[config.mk]
export PLATFORM = sky130hd
export DESIGN_NAME = miss_classifier
export DESIGN_NICKNAME = d
export VERILOG_FILES = /design/src/rtl/mcls_pkg.sv /design/src/rtl/mcls_flag_update.sv /design/src/rtl/mcls_sweep.sv /design/src/rtl/mcls_counter.sv /design/src/rtl/miss_classifier.sv
export SDC_FILE = /design/constraint.sdc
export NUM_CORES = 1
export LEC_CHECK = 0
export ABC_AREA = 1
export BUFFER_PORTS_ARGS = -buffer_cell sky130_fd_sc_hd__buf_2
export CORE_MARGIN = 2
export CORE_UTILIZATION = 55
export CTS_BUF_LIST = sky130_fd_sc_hd__clkbuf_8
export CTS_CLUSTER_DIAMETER = 40
export DETAILED_ROUTE_END_ITERATION = 8
export PLACE_DENSITY = 0.81
export SYNTH_ARGS = -nofsm -noshare
export SYNTH_HDL_FRONTEND = slang
export SYNTH_SLANG_ARGS = --single-unit
[constraint.sdc]
create_clock -name clk -period 5 [get_ports clk]
set_clock_uncertainty 0.2 [all_clocks]
set_input_delay 1 -clock clk [delete_from_list [all_inputs] [get_ports clk]]
set_output_delay 1 -clock clk [all_outputs]
set_load 0.01 [all_outputs]
[src/rtl/mcls_pkg.sv]
package mcls_pkg;

   typedef enum logic [1:0] {
      KIND_COLD  = 2'd0,
      KIND_TRUE  = 2'd1,
      KIND_FALSE = 2'd2
   } miss_kind_e;

   // Judge one finished lifetime from its two per-pair flags.
   function automatic miss_kind_e judge(input logic had_prior, input logic delivered);
      if (!had_prior)
         return KIND_COLD;
      else if (delivered)
         return KIND_TRUE;
      else
         return KIND_FALSE;
   endfunction

endpackage

[src/rtl/mcls_flag_update.sv]
module mcls_flag_update
   import mcls_pkg::*;
#(
   parameter int NPROC = 4,
   parameter int NBLK  = 4,
   parameter int NWORD = 4,
   parameter int INC_W = 3,
   localparam int PID_W = $clog2(NPROC),
   localparam int BLK_W = $clog2(NBLK),
   localparam int WRD_W = $clog2(NWORD)
) (
   input  logic                                    acc_fire,
   input  logic [PID_W-1:0]                        acc_pid,
   input  logic [BLK_W-1:0]                        acc_blk,
   input  logic [WRD_W-1:0]                        acc_word,
   input  logic                                    acc_store,
   input  logic                                    sw_fire,
   input  logic [PID_W-1:0]                        sw_pid,
   input  logic [BLK_W-1:0]                        sw_blk,
   input  logic [NBLK-1:0][NPROC-1:0]              held_q,
   input  logic [NBLK-1:0][NPROC-1:0]              dlvr_q,
   input  logic [NBLK-1:0][NPROC-1:0]              prior_q,
   input  logic [NBLK-1:0][NWORD-1:0][NPROC-1:0]   chg_q,
   output logic [NBLK-1:0][NPROC-1:0]              held_d,
   output logic [NBLK-1:0][NPROC-1:0]              dlvr_d,
   output logic [NBLK-1:0][NPROC-1:0]              prior_d,
   output logic [NBLK-1:0][NWORD-1:0][NPROC-1:0]   chg_d,
   output logic [2:0][INC_W-1:0]                   bump
);

   miss_kind_e kind;

   always_comb begin
      held_d  = held_q;
      dlvr_d  = dlvr_q;
      prior_d = prior_q;
      chg_d   = chg_q;
      bump    = '0;
      kind    = KIND_COLD;
      if (acc_fire) begin
         // access by a non-holder opens a new lifetime
         if (!held_q[acc_blk][acc_pid]) begin
            held_d[acc_blk][acc_pid] = 1'b1;
            dlvr_d[acc_blk][acc_pid] = 1'b0;
         end
         // touching a word changed by someone else delivers new data
         if (chg_q[acc_blk][acc_word][acc_pid]) begin
            dlvr_d[acc_blk][acc_pid] = 1'b1;
            for (int wi = 0; wi < NWORD; wi++)
               chg_d[acc_blk][wi][acc_pid] = 1'b0;
         end
         // a store ends every other holder's lifetime
         if (acc_store) begin
            for (int q = 0; q < NPROC; q++) begin
               if (PID_W'(q) != acc_pid && held_q[acc_blk][q]) begin
                  chg_d[acc_blk][acc_word][q] = 1'b1;
                  kind = judge(prior_q[acc_blk][q], dlvr_q[acc_blk][q]);
                  bump[kind] = bump[kind] + INC_W'(1);
                  prior_d[acc_blk][q] = 1'b1;
                  held_d[acc_blk][q]  = 1'b0;
               end
            end
         end
      end else if (sw_fire && held_q[sw_blk][sw_pid]) begin
         kind = judge(prior_q[sw_blk][sw_pid], dlvr_q[sw_blk][sw_pid]);
         bump[kind] = INC_W'(1);
         prior_d[sw_blk][sw_pid] = 1'b1;
         held_d[sw_blk][sw_pid]  = 1'b0;
      end
   end

endmodule

[src/rtl/mcls_sweep.sv]
module mcls_sweep #(
   parameter int NPROC = 4,
   parameter int NBLK  = 4,
   localparam int PID_W = $clog2(NPROC),
   localparam int BLK_W = $clog2(NBLK),
   localparam int IDX_W = PID_W + BLK_W,
   localparam int PAIRS = NPROC * NBLK
) (
   input  logic             clk,
   input  logic             rst,
   input  logic             start,
   output logic             busy,
   output logic [PID_W-1:0] pid,
   output logic [BLK_W-1:0] blk
);

   logic [IDX_W-1:0] idx_q;

   always_ff @(posedge clk) begin
      if (rst) begin
         busy  <= 1'b0;
         idx_q <= '0;
      end else if (!busy) begin
         idx_q <= '0;
         if (start)
            busy <= 1'b1;
      end else begin
         idx_q <= idx_q + IDX_W'(1);
         if (idx_q == IDX_W'(PAIRS - 1))
            busy <= 1'b0;
      end
   end

   assign pid = idx_q[PID_W-1:0];
   assign blk = idx_q[IDX_W-1:PID_W];

endmodule

[src/rtl/mcls_counter.sv]
module mcls_counter #(
   parameter int CNT_W    = 32,
   parameter int INC_W    = 3,
   parameter bit SATURATE = 1'b1
) (
   input  logic             clk,
   input  logic             rst,
   input  logic [INC_W-1:0] inc,
   output logic [CNT_W-1:0] count
);

   logic [CNT_W:0] sum;

   assign sum = {1'b0, count} + (CNT_W+1)'(inc);

   generate
      if (SATURATE) begin : g_sat
         always_ff @(posedge clk) begin
            if (rst)
               count <= '0;
            else if (sum[CNT_W])
               count <= '1;
            else
               count <= sum[CNT_W-1:0];
         end
      end else begin : g_wrap
         always_ff @(posedge clk) begin
            if (rst)
               count <= '0;
            else
               count <= sum[CNT_W-1:0];
         end
      end
   endgenerate

endmodule

[src/rtl/miss_classifier.sv]
module miss_classifier #(
   parameter int NPROC    = 4,
   parameter int NBLK     = 4,
   parameter int NWORD    = 4,
   parameter int CNT_W    = 32,
   parameter bit SATURATE = 1'b1,
   localparam int PID_W = $clog2(NPROC),
   localparam int BLK_W = $clog2(NBLK),
   localparam int WRD_W = $clog2(NWORD),
   localparam int INC_W = $clog2(NPROC) + 1
) (
   input  logic             clk,
   input  logic             rst,
   input  logic             ref_valid,
   output logic             ref_ready,
   input  logic [PID_W-1:0] ref_pid,
   input  logic [BLK_W-1:0] ref_blk,
   input  logic [WRD_W-1:0] ref_word,
   input  logic             ref_store,
   input  logic             end_trace,
   output logic [CNT_W-1:0] cold_count,
   output logic [CNT_W-1:0] true_count,
   output logic [CNT_W-1:0] false_count
);

   generate
      if (NPROC < 2 || (1 << PID_W) != NPROC) begin : g_bad_nproc
         $error("NPROC must be a power of two, at least 2");
      end
      if (NBLK < 2 || (1 << BLK_W) != NBLK) begin : g_bad_nblk
         $error("NBLK must be a power of two, at least 2");
      end
      if (NWORD < 2 || (1 << WRD_W) != NWORD) begin : g_bad_nword
         $error("NWORD must be a power of two, at least 2");
      end
      if (CNT_W <= INC_W) begin : g_bad_cnt
         $error("CNT_W must exceed the per-cycle increment width");
      end
   endgenerate

   logic [NBLK-1:0][NPROC-1:0]            held_q, held_d;
   logic [NBLK-1:0][NPROC-1:0]            dlvr_q, dlvr_d;
   logic [NBLK-1:0][NPROC-1:0]            prior_q, prior_d;
   logic [NBLK-1:0][NWORD-1:0][NPROC-1:0] chg_q, chg_d;
   logic [2:0][INC_W-1:0]                 bump;
   logic [2:0][CNT_W-1:0]                 counts;

   logic             sweep_busy;
   logic [PID_W-1:0] sw_pid;
   logic [BLK_W-1:0] sw_blk;
   logic             acc_fire;

   assign ref_ready = !sweep_busy;
   assign acc_fire  = ref_valid && ref_ready;

   mcls_sweep #(.NPROC(NPROC), .NBLK(NBLK)) i_sweep (
      .clk   (clk),
      .rst   (rst),
      .start (end_trace && !sweep_busy),
      .busy  (sweep_busy),
      .pid   (sw_pid),
      .blk   (sw_blk)
   );

   mcls_flag_update #(.NPROC(NPROC), .NBLK(NBLK), .NWORD(NWORD), .INC_W(INC_W)) i_update (
      .acc_fire  (acc_fire),
      .acc_pid   (ref_pid),
      .acc_blk   (ref_blk),
      .acc_word  (ref_word),
      .acc_store (ref_store),
      .sw_fire   (sweep_busy),
      .sw_pid    (sw_pid),
      .sw_blk    (sw_blk),
      .held_q    (held_q),
      .dlvr_q    (dlvr_q),
      .prior_q   (prior_q),
      .chg_q     (chg_q),
      .held_d    (held_d),
      .dlvr_d    (dlvr_d),
      .prior_d   (prior_d),
      .chg_d     (chg_d),
      .bump      (bump)
   );

   always_ff @(posedge clk) begin
      if (rst) begin
         held_q  <= '0;
         dlvr_q  <= '0;
         prior_q <= '0;
         chg_q   <= '0;
      end else begin
         held_q  <= held_d;
         dlvr_q  <= dlvr_d;
         prior_q <= prior_d;
         chg_q   <= chg_d;
      end
   end

   generate
      for (genvar k = 0; k < 3; k++) begin : g_cnt
         mcls_counter #(.CNT_W(CNT_W), .INC_W(INC_W), .SATURATE(SATURATE)) i_cnt (
            .clk   (clk),
            .rst   (rst),
            .inc   (bump[k]),
            .count (counts[k])
         );
      end
   endgenerate

   assign cold_count  = counts[0];
   assign true_count  = counts[1];
   assign false_count = counts[2];

endmodule

## Word level (Yosys, flattened, before mapping)

Cells that the tools add are included.

- Word-level logic and storage cells: 295
- Register bits: 213
- Output and inout bits: 97
- Input bits: 11

- $lt $le $gt $ge: 20
- Bitwise logic cells: 33
- $add $sub $neg: 8
- Mux-type cells: 174
- Reduce and logical (&&, ||, !) cells: 22
- Equality and inequality tests: 5

Operator list:

| kind | number |
|---|---|
| $mux 64 | 13 |
| $mux 16 | 37 |
| $and 64x64->64 | 4 |
| $demux 16 s2 | 8 |
| $not 64->64 | 4 |
| $or 64x64->64 | 4 |
| $or 16x16->16 | 7 |
| $mux 9 | 12 |
| $add 32x3->33 | 3 |
| $and 16x16->16 | 6 |
| $mux 32 | 3 |
| $not 16->16 | 6 |
| $demux 4 s2 | 10 |
| $bmux 4 s2 | 7 |
| $mux 2 | 26 |
| $mux 4 | 12 |
| $mux 3 | 11 |
| $bmux 16 s2 | 1 |
| $demux 3 s2 | 5 |
| $lt 2x3->1 const B | 10 |
| $bwmux 9 | 3 |
| $bmux 3 s2 | 4 |
| $ge 2x1->1 const B | 10 |
| $logic_and 1x1->1 | 17 |
| other kinds (18) | 39 |

## Longest topological paths before layout

- Word-level depth: 38
- Depth in mapped cells: 39
- Depth with buffers taken out: 38

## Hierarchy

From an unflattened synthesis, not the netlist that was laid out.

- Cell total of the unflattened synthesis: 2168
- Area total of the unflattened synthesis: 13369.1 µm²

Modules (own cells, without submodules):

| module | area each (µm²) | sequential area each (µm²) | cells an instance | times used |
|---|---|---|---|---|
| mcls_counter at g_cnt[0].i_cnt ... | 2008.2 | 640.6 | 309 | 2 |
| mcls_flag_update | 3865.0 | 0.0 | 845 | 1 |
| miss_classifier | 3214.3 | 2242.2 | 353 | 1 |
| mcls_counter at g_cnt[2].i_cnt | 2075.7 | 640.6 | 326 | 1 |
| mcls_sweep | 197.7 | 100.1 | 26 | 1 |

## Worst setup path before layout

Ideal clock, no wire load.

- Path type: input to register
- Start point: input port ref_blk[0]
- End point: register g_cnt[1].i_cnt.count[29]
- Data required time: 4.687 ns
- Setup slack: -0.214 ns
- Path buffers: 2
- Data arrival time: 4.901 ns
- Library setup time: 0.113 ns
- Stages: 31
- Cells stage by stage: nor2_2 -> buf_6 -> nand2_1 -> nand2_1 -> nor2_1 -> nor2_2 -> buf_4 -> nand3_1 -> a22o_1 -> a21oi_1 -> ha_1 -> nor2_1 -> a21oi_1 -> nand2_1 -> nand3_1 -> ha_1 -> o21ai_0 -> nor2_1 -> ha_1 -> nand3_1 -> nand2_1 -> nand3_1 -> nor2_1 -> nand2_1 -> nor2_2 -> nand2_1 -> nor3_2 -> nand3_1 -> and2_1 -> o21ai_1 -> inv_1

- Longest elaborated chain between the ends: 38
- Elaborated cells on any way between the ends: 80
- Classes of those cells: add/sub: 5; order compare: 8; mux: 58; bitwise: 1; reduce/logical: 8

Ends and longest elaborated chain:

| item | RTL line | source |
|---|---|---|
| start, declared | miss_classifier.sv:17 | `input logic [BLK_W-1:0] ref_blk,` |
| $bmux 4 s2 | mcls_flag_update.sv:57 | `kind = judge(prior_q[acc_blk][q], dlvr_q[acc_blk][q]);` |
| $mux 4 (not written as such) | mcls_flag_update.sv:57 |  |
| $mux 2 | mcls_pkg.sv:13 | `else if (delivered)` |
| $mux 2 | mcls_pkg.sv:11 | `if (!had_prior)` |
| $mux 2 | mcls_flag_update.sv:55 | `if (PID_W'(q) != acc_pid && held_q[acc_blk][q]) begin` |
| $mux 2 | mcls_flag_update.sv:53 | `if (acc_store) begin` |
| $mux 2 | mcls_flag_update.sv:40 | `if (acc_fire) begin` |
| $lt 2x3->1 (not written as such) / $ge 2x1->1 (equally long branches) | mcls_flag_update.sv:58 | `bump[kind] = bump[kind] + INC_W'(1);` |
| (+22 left out) | - |  |
| $mux 3 (not written as such) | mcls_flag_update.sv:58 |  |
| $add 3x1->3 | mcls_flag_update.sv:58 |  |
| $bwmux 9 | mcls_flag_update.sv:58 |  |
| $mux 9 * | mcls_flag_update.sv:55 |  |
| $mux 9 * | mcls_flag_update.sv:53 |  |
| $mux 9 * | mcls_flag_update.sv:40 |  |
| $add 32x3->33 * | mcls_counter.sv:14 | `assign sum = {1'b0, count} + (CNT_W+1)'(inc);` |
| $mux 32 * | mcls_counter.sv:21 | `else if (sum[CNT_W])` |
| end signal, assigned | mcls_counter.sv:24 | `count <= sum[CNT_W-1:0];` |
| end, declared | mcls_counter.sv:9 | `output logic [CNT_W-1:0] count` |

Mark *: on every way between the ends. The rest lies on a longest branch, timed or not. The select of a mux whose other input is x is not followed.
A chain may end at the register's enable or synchronous reset.

## Worst setup path in the final report

- Start point: input port ref_blk[0]
- End point: register g_cnt[1].i_cnt.count[28]

The elaborated chain is that of the path after synthesis.

==> flow_summary_export.csv <==
group,metric,value,unit
sta,tns,0,ns
route,drt_iter0_drc,1030,
hold_path,hp-class,"reg2reg",
clocking,htree_num_levels,2,
grt,antenna_found_initial,0,
worst_setup_path,cp-start-kind,"input port",
final_layout,mostFrequentLayoutCells,"nand2_1, dfxtp_1, inv_1",
sta,tightest_slew,1.104,ns
grt,first_global_vias,12780,
clocking,cts.sinks,213,
synth,synth_area,12060,sq um
clocking,root_buffer,"clkbuf_8",
clocking,clk_pin_slew,0.06,ns
worst_setup_path,cpMostUsedCell,"nor2_4",
grt,gr-usage-met1,42.09,%
grt,grt_util_all_layers,31.69,%
die,die_h,152.1,microns
route,vias,13410,
power_and_ir_drop,ir_drop,235.5,uV
final_layout,nets,2075,
final_layout,final_core_util,71.17,%
die,core,21690,sq um
route,firstDrtPassIters,6,
synth,syn_nets,1824,
grt,grt_pass1_wl,61.67,mm
power_and_ir_drop,p_per_area,274.5,nW/um^2
sta,final-max-slew-violation-count,0,
synth,synthCells,1795,
clocking,clock_latency,0.55,ns
sta,final.min_clock_period,4.976,ns
worst_setup_path,crit_fanout,5,
run_status,outcome,"finished clean",
synth,ys_ff_latch,213,
route,ant_nets,0,
grt,grt_util_met3,5.248,%
synth,syn_area_per_cell,6.720,sq um
sta,finalHoldViolCount,0,
sta,setup_viol,0,
placed_design,hpwl,27.36,mm
grt,gr-total-overflow,0,
sta,fin_crit_sh,99.53,%
clocking,cts_hold_buf,0,
grt,grt-busiest-layer,"met2",
placed_design,gp_congestion,0.9805,
worst_setup_path,critPathMaxStageDelay,0.32,ns
worst_setup_path,arrival,5.21,ns
final_layout,area_growth,27.95,%
synth,ys_types,55,
final_layout,final_common_cell,"nand2_1",
route,drc,0,
grt,grt_max_degree,103,
route,routed_via_density,5.683,
job,drv_cap,0,
synth,synth-seq-area-share,35.35,%
power_and_ir_drop,p_leak,6.666,nW
final_layout,insertedDiodeCount,0,
worst_setup_path,crit_path_top_delay_cell,"ha_1",
sta,slew_headroom,26.28,%
placed_design,portBuffers,107,
sta,hold_ws,0.2627,ns
sta,rsz0062_at_grt,"yes",
route,wl_per_cell,16.47,microns
synth,yosysWarnings,0,
die,die_area,23130,sq um
clocking,cts_tree,"done",
placed_design,placed_cell_area,13930,sq um
final_layout,drive_gt1_share,23.09,%
die,start_util,55.62,%
final_layout,final_design_area_no_fill,15430,sq um
worst_setup_path,path_class,"in2reg",
die,ioPinCount,108,
sta,max_freq,200.9,MHz
die,die_w,152.1,microns
clocking,clockBufferDepth,3,
worst_setup_path,cp-end-kind,"flip-flop",
die,row_count,54,
route,drt_wl_total,38.86,mm
clocking,cts_buffers,41,
grt,grtUsageMet2,51.12,%
final_layout,fill_cells,1815,
worst_setup_path,required,5.24,ns
worst max-delay path, delay by kind of cell:
kind	cells	cell delay, ns
AOI/OAI and AO/OA	5	0.55
buffers and inverters	9	0.69
adders and majority gates	3	0.74
and+or+nand+nor	17	1.99
muxes	1	0.20
layer usage:
metal	wire length [microns]	share of wire, %	up-vias
li1	-	-	6415
met1	16400	42	6188
met2	17700	46	684
met3	3437	8.8	119
met4	1316	3.4	0
met5	0	0	-
power by group:
| group | total, W | internal (W) | switching [W] |
|---|---|---|---|
| clock | 0.00209 | 0.00129 | 0.000797 |
| sequential | 0.00175 | 0.00172 | 0.0000297 |
| combinational | 0.000398 | 0.000138 | 0.000260 |
sequential cells by signal (all words and copies together) (netlist names), named ones only:
name / flops
i_sweep.busy: 1
held_q: 16
g_cnt.i_cnt.count: 96
prior_q: 16
chg_q: 64
dlvr_q: 15
i_sweep.idx_q: 4
Yosys cell counts (all sizes together):
cell,count,area [sq um]
buf,26,172.7
clkinv,2,8.750
o31ai,2,15.01
a21oi,157,789.5
a31oi,2,12.51
fa,3,60.06
o21bai,2,15.01
a22o,1,8.760
nor4b,1,8.760
xor2,43,376.6
nor4,15,93.84
o2111ai,1,8.760
a22oi,43,327.8
nor2,219,890.8
and3,3,18.77
and2,3,18.77
mux2i,1,10.01
o211ai,4,30.03
nor3b,3,27.52
o22ai,12,75.07
nand4,25,171.4
o21ai,130,650.6
o221ai,1,8.760
dfxtp,213,4264
nor3,49,265.3
or4,1,7.510
xnor2,24,210.2
nand2,421,1613
or2,7,43.79
ha,15,187.7
nand3b,1,7.510
inv,207,777.0
a221oi,1,8.760
clkbuf,38,142.6
o311ai,4,35.04
nand3,115,700.7
logic make-up after synthesis:
| group | Yosys count | synth area share (%) |
|---|---|---|
| AO/OA/AOI/OAI | 360 | 16.46 |
| XOR/XNOR | 67 | 4.865 |
| adder cells (fa/ha/maj) | 18 | 2.054 |
| buffers and inverters | 273 | 9.128 |
| flip-flops | 213 | 35.35 |
| multiplexers | 1 | 0.08298 |
| AND/OR/NAND/NOR | 863 | 32.06 |
repair_timing:
| action | in CTS | in global routing |
|---|---|---|
| gates resized for setup | 5 | 93 |
| buffers inserted | 0 | 14 |
| cloned | 0 | 2 |
| setup endpoints to repair | 24 | 96 |
| pin swaps | 1 | 34 |
area by class of cell:
cell class	instances	area (sq um)	area share [%]
clock buffers	51	701.9	4.548
clock inverters	25	307.8	1.994
inverters	209	795.8	5.156
multi-input cells	1309	7127	46.17
flip-flops and latches	213	4264	27.63
well taps	280	350.3	2.270
repair buffers	272	1888	12.23
worst paths after layout:
path	startpoint	endpoint	slack (ns)	depth (start not counted)
worst max-delay path	ref_blk[0]	g_cnt[1].i_cnt.count[28]	0.02	35
worst min-delay path	chg_q[22]	chg_q[22]	0.26	2
worst max register to register	held_q[12]	g_cnt[1].i_cnt.count[28]	0.26	35
worst min register to register	chg_q[22]	chg_q[22]	0.26	2
metrics by stage:
step	total power [W]	std cells	setup WS, ns
floorplan	0.002006	1795	-0.03408
global placement	0.002136	2267	-0.4709
detailed placement	0.002141	2267	-0.6575
CTS	0.004229	2343	0.008420
global route	0.004365	2359	-0.2414
finish	0.004237	2359	0.02354
No activity file was read; power rests on OpenSTA's default activity.
